[src/rtl/tdm_slot_pkg.sv]
package tdm_slot_pkg;

  // Index of the bit cell within the frame for a clock count.
  function automatic int unsigned slot_bit_ordinal(int unsigned cnt, int unsigned halves);
    return cnt / halves;
  endfunction

  // True on the clock period of a bit cell where the input is sampled.
  function automatic bit slot_is_sample(int unsigned cnt, int unsigned halves);
    return (cnt % halves) == (halves - 1);
  endfunction

  // Channel number for a clock count.
  function automatic int unsigned slot_channel(int unsigned cnt, int unsigned halves,
                                               int unsigned ch_w);
    return cnt / (halves * ch_w);
  endfunction

endpackage

[src/rtl/tdm_slot_timebase.sv]
module tdm_slot_timebase #(
  parameter int FRAME_LEN = 512,
  parameter int CNT_W     = 9
) (
  input  logic             clk,
  input  logic             rst_n,
  input  logic             frame_n,
  output logic [CNT_W-1:0] cnt_o,
  output logic             locked_o,
  output logic             lof_o,
  output logic             load_o
);
  localparam logic [CNT_W-1:0] LAST = CNT_W'(FRAME_LEN - 1);

  logic [CNT_W-1:0] cnt;
  logic             locked;
  logic             lof;

  // Frame boundary: a pulse is sampled or the count wraps.
  assign load_o   = !frame_n || (cnt == LAST);
  assign cnt_o    = cnt;
  assign locked_o = locked;
  assign lof_o    = lof;

  always_ff @(posedge clk or negedge rst_n) begin
    if (!rst_n) begin
      cnt    <= '0;
      locked <= 1'b0;
      lof    <= 1'b0;
    end else if (!frame_n) begin
      cnt    <= '0;
      locked <= 1'b1;
      lof    <= 1'b0;
    end else if (cnt == LAST) begin
      cnt <= '0;
      lof <= 1'b1;
    end else begin
      cnt <= cnt + 1'b1;
    end
  end
endmodule

[src/rtl/tdm_slot_rx.sv]
module tdm_slot_rx
  import tdm_slot_pkg::*;
#(
  parameter int CNT_W   = 9,
  parameter int HALVES  = 2,
  parameter int ACT_LEN = 64,
  parameter int BUS_W   = 32
) (
  input  logic             clk,
  input  logic             rst_n,
  input  logic [CNT_W-1:0] cnt,
  input  logic             locked,
  input  logic             ser_in,
  output logic             sample_o,
  output logic [BUS_W-1:0] rx_bytes,
  output logic             rx_valid
);
  localparam logic [CNT_W-1:0] ACT_LAST = CNT_W'(ACT_LEN - 1);

  logic             in_act;
  logic             sample;
  logic             done;
  logic [BUS_W-1:0] shreg;
  logic [BUS_W-1:0] nxt;

  assign in_act   = (cnt <= ACT_LAST);
  assign sample   = in_act && slot_is_sample(32'(cnt), HALVES);
  assign done     = sample && (cnt == ACT_LAST);
  assign nxt      = {shreg[BUS_W-2:0], ser_in};
  assign sample_o = sample;

  always_ff @(posedge clk or negedge rst_n) begin
    if (!rst_n) begin
      shreg    <= '0;
      rx_bytes <= '0;
      rx_valid <= 1'b0;
    end else begin
      rx_valid <= done && locked;
      if (sample) shreg <= nxt;
      if (done && locked) rx_bytes <= nxt;
    end
  end
endmodule

[src/rtl/tdm_slot_tx.sv]
module tdm_slot_tx
  import tdm_slot_pkg::*;
#(
  parameter int CNT_W  = 9,
  parameter int HALVES = 2,
  parameter int CH_W   = 8,
  parameter int USE_CH = 4,
  parameter int BUS_W  = 32
) (
  input  logic              clk,
  input  logic              rst_n,
  input  logic [CNT_W-1:0]  cnt,
  input  logic              locked,
  input  logic              load,
  input  logic [BUS_W-1:0]  tx_bytes,
  output logic [USE_CH-1:0] chan_en_o,
  output logic              ser_out,
  output logic              ser_oe
);
  localparam int BIDX_W = $clog2(BUS_W);

  logic [BUS_W-1:0]  hold;
  logic [USE_CH-1:0] chan_en;
  logic [BIDX_W-1:0] bidx;

  always_ff @(posedge clk or negedge rst_n) begin
    if (!rst_n)    hold <= '0;
    else if (load) hold <= tx_bytes;
  end

  for (genvar k = 0; k < USE_CH; k++) begin : g_chan
    assign chan_en[k] = locked && (slot_channel(32'(cnt), HALVES, CH_W) == 32'(k));
  end

  assign bidx      = BIDX_W'(BUS_W - 1 - slot_bit_ordinal(32'(cnt), HALVES));
  assign ser_oe    = |chan_en;
  assign ser_out   = ser_oe & hold[bidx];
  assign chan_en_o = chan_en;
endmodule

[src/rtl/tdm_slot_port.sv]
module tdm_slot_port #(
  parameter int FRAME_CH = 32,
  parameter int USE_CH   = 4,
  parameter int CH_W     = 8,
  parameter int HALVES   = 2
) (
  input  logic                     clk,
  input  logic                     rst_n,
  input  logic                     frame_n,
  input  logic                     ser_in,
  input  logic [USE_CH*CH_W-1:0]   tx_bytes,
  output logic                     ser_out,
  output logic                     ser_oe,
  output logic [USE_CH*CH_W-1:0]   rx_bytes,
  output logic                     rx_valid,
  output logic                     lof
);
  localparam int FRAME_LEN = FRAME_CH * CH_W * HALVES;
  localparam int CNT_W     = $clog2(FRAME_LEN);
  localparam int ACT_LEN   = USE_CH * CH_W * HALVES;
  localparam int BUS_W     = USE_CH * CH_W;

  logic [CNT_W-1:0]  slot_cnt;
  logic              locked;
  logic              frame_load;
  logic              rx_sample;
  logic [USE_CH-1:0] chan_en;

  tdm_slot_timebase #(.FRAME_LEN(FRAME_LEN), .CNT_W(CNT_W)) tb_i (
    .clk(clk), .rst_n(rst_n), .frame_n(frame_n),
    .cnt_o(slot_cnt), .locked_o(locked), .lof_o(lof), .load_o(frame_load)
  );

  tdm_slot_rx #(.CNT_W(CNT_W), .HALVES(HALVES), .ACT_LEN(ACT_LEN), .BUS_W(BUS_W)) rx_i (
    .clk(clk), .rst_n(rst_n), .cnt(slot_cnt), .locked(locked), .ser_in(ser_in),
    .sample_o(rx_sample), .rx_bytes(rx_bytes), .rx_valid(rx_valid)
  );

  tdm_slot_tx #(.CNT_W(CNT_W), .HALVES(HALVES), .CH_W(CH_W), .USE_CH(USE_CH),
                .BUS_W(BUS_W)) tx_i (
    .clk(clk), .rst_n(rst_n), .cnt(slot_cnt), .locked(locked), .load(frame_load),
    .tx_bytes(tx_bytes), .chan_en_o(chan_en), .ser_out(ser_out), .ser_oe(ser_oe)
  );
endmodule

[config.mk]
export PLATFORM = sky130hd
export DESIGN_NAME = tdm_slot_port
export DESIGN_NICKNAME = d
export VERILOG_FILES = /design/src/rtl/tdm_slot_pkg.sv /design/src/rtl/tdm_slot_timebase.sv /design/src/rtl/tdm_slot_rx.sv /design/src/rtl/tdm_slot_tx.sv /design/src/rtl/tdm_slot_port.sv
export SDC_FILE = /design/constraint.sdc
export NUM_CORES = 1
export LEC_CHECK = 0
export ABC_AREA = 1
export BUFFER_PORTS_ARGS = -buffer_cell sky130_fd_sc_hd__buf_2
export CAP_MARGIN = 20
export CORE_ASPECT_RATIO = 2
export CORE_MARGIN = 3
export CORE_UTILIZATION = 55
export DETAILED_ROUTE_END_ITERATION = 7
export PLACE_DENSITY = 0.86
export SLEW_MARGIN = 30
export SYNTH_ARGS = -nofsm -noshare
export SYNTH_HDL_FRONTEND = slang
export SYNTH_SLANG_ARGS = --single-unit
[constraint.sdc]
create_clock -name clk -period 3 [get_ports clk]
set_input_delay 0.3 -clock clk [delete_from_list [all_inputs] [get_ports clk]]
set_output_delay 0.3 -clock clk [all_outputs]
set_load 0.01 [all_outputs]
* Word level (Yosys, flattened, before mapping)
Index checks and enable logic that the tools add are counted.
Cells by class: add/sub/neg operators 2, magnitude comparators 2, divide/modulo/power cells 0, equality and inequality tests 6, reduce and logical (&&, ||, !) cells 11, bitwise operators 1, mux-type cells 6, shifts and indexed selects 0, multipliers 0
Operator list (count):
- 32-bit zero test | 1
- 9-bit 2-to-1 mux | 2
- 5-bit by 2-bit == test with 1-bit output (second input constant) | 2
- 9-bit by 1-bit adder with 9-bit output (second input constant) | 1
- 9-bit by 6-bit == test with 1-bit output (second input constant) | 1
- 9-bit == test (second input constant) | 1
- 9-bit by 6-bit less-or-equal comparator with 1-bit output (second input constant) | 1
- 1-bit logical AND | 7
- 5-bit by 6-bit less-than comparator with 1-bit output (second input constant) | 1
- 1-bit binary-select mux with 5-bit select | 1
- 5-bit by 1-bit == test with 1-bit output (second input constant) | 1
- 5-bit subtractor (first input constant) | 1
- 4-bit OR reduction | 1
- 1-bit 2-to-1 mux | 3
- 2-bit by 1-bit != test with 1-bit output (second input constant) | 1
- 1-bit bitwise AND | 1
- 1-bit zero test | 1
- 1-bit logical OR | 1
Storage, ports and cells: word-level logic and storage cells 35, output and inout bits 36, memory bits (read-only) 0, memories kept 0, bits in latches 0, register bits 107, bits in writable memories 0, input port bits 36

* Depth between registers and ports, before layout
depth after elaboration 4, gate-level depth with buffers 13, depth with buffers taken out 11

* By module
A second synthesis with hierarchy kept.
Second synthesis, totals: cell total of the unflattened synthesis 497, area, all modules 4604.4 µm²
Modules (own cells, without submodules):
- tdm_slot_rx | cells each 283, sequential area each 1601.5 µm², instances 1, area an instance 2527.4 µm²
- tdm_slot_tx | cells each 156, sequential area each 800.8 µm², instances 1, area an instance 1581.5 µm²
- tdm_slot_timebase | cells each 58, sequential area each 275.3 µm², instances 1, area an instance 495.5 µm²

* Worst setup path before layout
Ideal clock, no wire load.
path type reg2reg, from register tb_i.cnt[0] (netlist: tb_i.cnt_o[0]), to register tx_i.hold[28], period minus slack after synthesis 2.343 ns, setup time 0.125 ns, stages on the path, launching flop included 14, setup slack 0.657 ns, arrival time 2.218 ns, cell sequence dfrtp_1 -> ha_1 -> nand2_1 -> inv_2 -> nand2_2 -> nor2_2 -> nand2_1 -> nor3_1 -> ha_1 -> inv_1 -> nand2_1 -> buf_2 -> buf_2 -> mux2_2
On the way: word-level cells in the longest chain between the ends 2
RTL lines:
- from (decl) | line tdm_slot_timebase.sv:15 | logic [CNT_W-1:0] cnt;
- from (signal assigned) | line tdm_slot_timebase.sv:38 | cnt <= cnt + 1'b1;
- 9-bit == test | line tdm_slot_timebase.sv:20 | assign load_o = !frame_n || (cnt == LAST);
- 1-bit logical OR | line tdm_slot_timebase.sv:20
- to (signal assigned) | line tdm_slot_tx.sv:28 | else if (load) hold <= tx_bytes;
- to (decl) | line tdm_slot_tx.sv:22 | logic [BUS_W-1:0] hold;
No other way between the ends. A chain may end at the register's enable or synchronous reset.

* Worst setup path after layout
from register tb_i.cnt[0] (netlist: tb_i.cnt_o[0]), to register tx_i.hold[5]
Same word-level chain as after synthesis.

==> results.txt <==
The number of hold-slack violations in the final timing report came out at 12. The detailed router finished its first iteration with 238 violations. The total grt overflow came out at 0.

The footprint of the multi-input gates is about 1500 um^2. At the end of routability-driven placement, the weighted congestion stood at between 0.8 and 0.9. The library cell used most frequently in the layout, excluding fill and tap cells, is sky130_fd_sc_hd__nand2_1. The post-route total power came out at just over 3 mW. The fraction of final layout cells sized beyond drive strength 1 is 0.282. Leaving out fill and tap cells, the most frequent cells in the layout are sky130_fd_sc_hd__nand2_1, sky130_fd_sc_hd__dfrtp_1, sky130_fd_sc_hd__buf_2. The via count of the first global-routing pass came out at ~3400. The number of post-CTS setup repair buffers is 0.

The clock sink count is ~110. The critical path startpoint category is a flop. The repair_antennas step left the layout with diodes totalling 0. The average vias per placed instance came out at 5.33. For this design, the CTS-stage hold fixing added 0 buffers. The share of the core filled with cells is 0.662. The signal on the critical path passes through ha_1 -> nand2_1 -> inv_2 -> nand2_2 -> nor2_2 -> nand2_1 -> nor3_1 -> ha_1 -> inv_1 -> nand2_1 -> buf_4 -> mux2_2.

The global-route wire length before repair is 15500 um. The count of unique library cells instantiated by Yosys came out at 26. The transition time of the tightest slew-check pin came out at between 700 and 800 ps. STA classifies the critical path endpoint as a flop. The quantity of I/O buffers inserted on ports came out at roughly 70. The power per cell area came out at 604 nW/um^2. Counting every net in the synthesized netlist gives 470. Dividing the detail-routed wire length by the instance count gives roughly 15 um. The number of detailed-route iterations in the first pass came out at 4. The sequential-to-total area share from yosys stat came out at 0.599. Setup repair after global routing left no endpoint under its margin.

Counting I/O delays and the setup requirement, the final critical path takes 2540 ps. The number of routed nets with antenna violations is 0. The number of placement rows came out at 45. The die footprint is slightly above 9000 um^2. The layout net count is approximately 540.

The number of synthesized register bits came out at between 100 and 150. IR analysis of the VDD net gives a maximum drop of around 0.00044 V. The checks that failed: hold timing. Clock-pin slew was measured on the worst setup and hold paths at 70 ps. The flow ran to the end, but the final reports show violations. The area of the mapped netlist came out at between 4000 and 5000 um^2. During I/O placement, the number of pins put on the boundary was 72.

The clock reaches the later pin of the worst-skew pair after 340 ps. The starting utilization of the core area came out at 0.576. The highest fanout seen on the critical path came out at 30. The signal arrival time at the worst endpoint is roughly 2800 ps. The number of DRC violations after detailed routing is 0. The minimum hold slack is -16.2 ps. The post-route clock skew came out at 5.19 ps. The initial antenna violation count is 0. The critical path class is reg -> reg. TritonCTS built the clock tree. Once the clock tree was built, the resizer swapped 0 gates to a different size. The clock tree synthesis step divided the H-tree into 3 levels. For this block, the via count after detailed routing is approximately 3200. The most frequent cell on the critical path is sky130_fd_sc_hd__nand2_1. The total count of max-transition violations in the final report came out at 0. The leakage dissipation came out at roughly 2.5 nW. Synthesis handed over a netlist of ~430 instances. No sink is reached through more buffers than the 2 on the longest clock path. The tool flagged a number of max-cap violations equal to 0. The core box area is just under 8000 um^2. The tree is rooted in a sky130_fd_sc_hd__clkbuf_16. The width of the die came out at ~70 um.

The longest individual stage delay on the worst path came out at 540 ps. The average footprint of a synthesized cell came out at approximately 10 um^2. The path class of the tightest hold or removal check is in -> async. The yosys synthesis warning count came out at 0. Among all stages on the critical path, the largest delay is contributed by sky130_fd_sc_hd__dfrtp_1.

The final period utilization came out at 0.847. The half-perimeter wire length after placement came out at between 6000 and 7000 um. The number of filler cells placed in the layout is 583. The total routing resource utilization after global routing came out at 0.207. The vertical die dimension came out at 134 um. The summed negative setup slack over all endpoints came out at 0 ps. The fmax is 394 MHz. The worst slew margin relative to its limit is 0.518.

The pin count of the biggest net entering global routing is between 60 and 70. The CTS buffer count came out at 9. Compared with the post-synthesis result, the final layout area differs by 14.9%. The number of failing setup endpoints in the final timing report is 0. The register area is 2680 um^2.

The data required time of the critical path is between 3000 and 4000 ps. The post-detailed-routing wire length came out at between 8000 and 9000 um.
==> critical path, delay by kind of cell, from the launching register on <==
| family | cells | cell delay, ps |
|---|---|---|
| adders and majority gates | 2 | 410 |
| DFF | 1 | 540 |
| muxes | 1 | 390 |
| and+or+nand+nor | 6 | 590 |
| buffers and inverters | 3 | 480 |
==> synthesized netlist by cell type <==
master	count	area, um^2
sky130_fd_sc_hd__nor4_1	1	6.26
sky130_fd_sc_hd__buf_4	3	22.5
sky130_fd_sc_hd__nand2_2	1	6.26
sky130_fd_sc_hd__inv_2	2	7.51
sky130_fd_sc_hd__buf_1	1	3.75
sky130_fd_sc_hd__o21ai_2	9	78.8
sky130_fd_sc_hd__nor3_1	6	30.0
sky130_fd_sc_hd__o21ai_1	44	220
sky130_fd_sc_hd__ha_1	2	25.0
sky130_fd_sc_hd__nand3_4	2	35.0
sky130_fd_sc_hd__inv_1	42	158
sky130_fd_sc_hd__o21a_1	1	7.51
sky130_fd_sc_hd__mux2_2	32	360
sky130_fd_sc_hd__buf_6	9	101
sky130_fd_sc_hd__nor3b_1	1	7.51
sky130_fd_sc_hd__nor2_2	2	12.5
sky130_fd_sc_hd__dfrtp_1	107	2680
sky130_fd_sc_hd__nor2_1	8	30.0
sky130_fd_sc_hd__a21oi_1	3	15.0
sky130_fd_sc_hd__nor4_4	1	21.3
sky130_fd_sc_hd__nand4_2	1	12.5
sky130_fd_sc_hd__buf_2	6	30.0
sky130_fd_sc_hd__o21ai_0	9	45.0
sky130_fd_sc_hd__nand2_1	108	405
sky130_fd_sc_hd__nand3_1	30	150
sky130_fd_sc_hd__clkbuf_1	1	3.75
==> final timing paths <==
path / from / to / slack [ps] / cells after the start
setup / recovery: tb_i.cnt_o[0] / tx_i.hold[5] / 460 / 12
min in group clk: tx_bytes[27] / tx_i.hold[27] / 190 / 2
setup reg to reg: tb_i.cnt_o[0] / tx_i.hold[5] / 460 / 12
hold reg to reg: rx_i.rx_bytes[16] / rx_i.rx_bytes[16] / 480 / 2
hold / removal: rst_n / tx_i.hold[15] / -20 / 1
max in group asynchronous: rst_n / rx_i.rx_bytes[23] / 2300 / 2
==> per-layer routing <==
metal	vias up	wire length, um	global-route usage
li1	1535	-	-
met4	0	259	0.0970
met3	26	406	0.0378
met5	-	0	0
met2	96	4900	0.372
met1	1529	3360	0.231
==> sequential cells by signal (all words and copies together), names as in the netlist <==
name / flops
rx_i.rx_bytes: 32
tx_i.hold: 32
rx_i.shreg: 31
tb_i.cnt_o: 9
rx_i.rx_valid: 1
tb_i.locked_o: 1
tb_i.lof_o: 1
==> stage by stage <==
stage	area, um^2	hold WS, ps	worst slack [ps]	std cells
finish	5140	-16.2	459	598
global route	5140	39.5	291	598
CTS	5140	8.01	478	598
detailed placement	4840	364	511	582
global placement	4840	354	616	582
floorplan	4470	4.41	657	432
==> cells by family after synthesis <==
logic type | synth area share
flops | 0.599
mux | 0.0806
fa+ha+maj | 0.00559
simple gates | 0.160
compound gates | 0.0820
buf+inv | 0.0730
==> final cells by class <==
| type | instances | share of cell area |
|---|---|---|
| Clock buffer | 10 | 0.0465 |
| Clock inverter | 6 | 0.0124 |
| Inverter | 44 | 0.0321 |
| Multi-Input combinational cell | 261 | 0.286 |
| Sequential cell | 107 | 0.521 |
| Tap cell | 94 | 0.0229 |
| Timing Repair Buffer | 76 | 0.0794 |
==> power by group <==
| group | internal [mW] | switching (mW) | total [mW] |
|---|---|---|---|
| Clock | 0.669 | 0.502 | 1.17 |
| Sequential | 1.55 | 0.0631 | 1.62 |
| Combinational | 0.125 | 0.190 | 0.315 |
| Total | 2.35 | 0.755 | 3.10 |
Note: power is estimated with default switching activity, not from simulation.
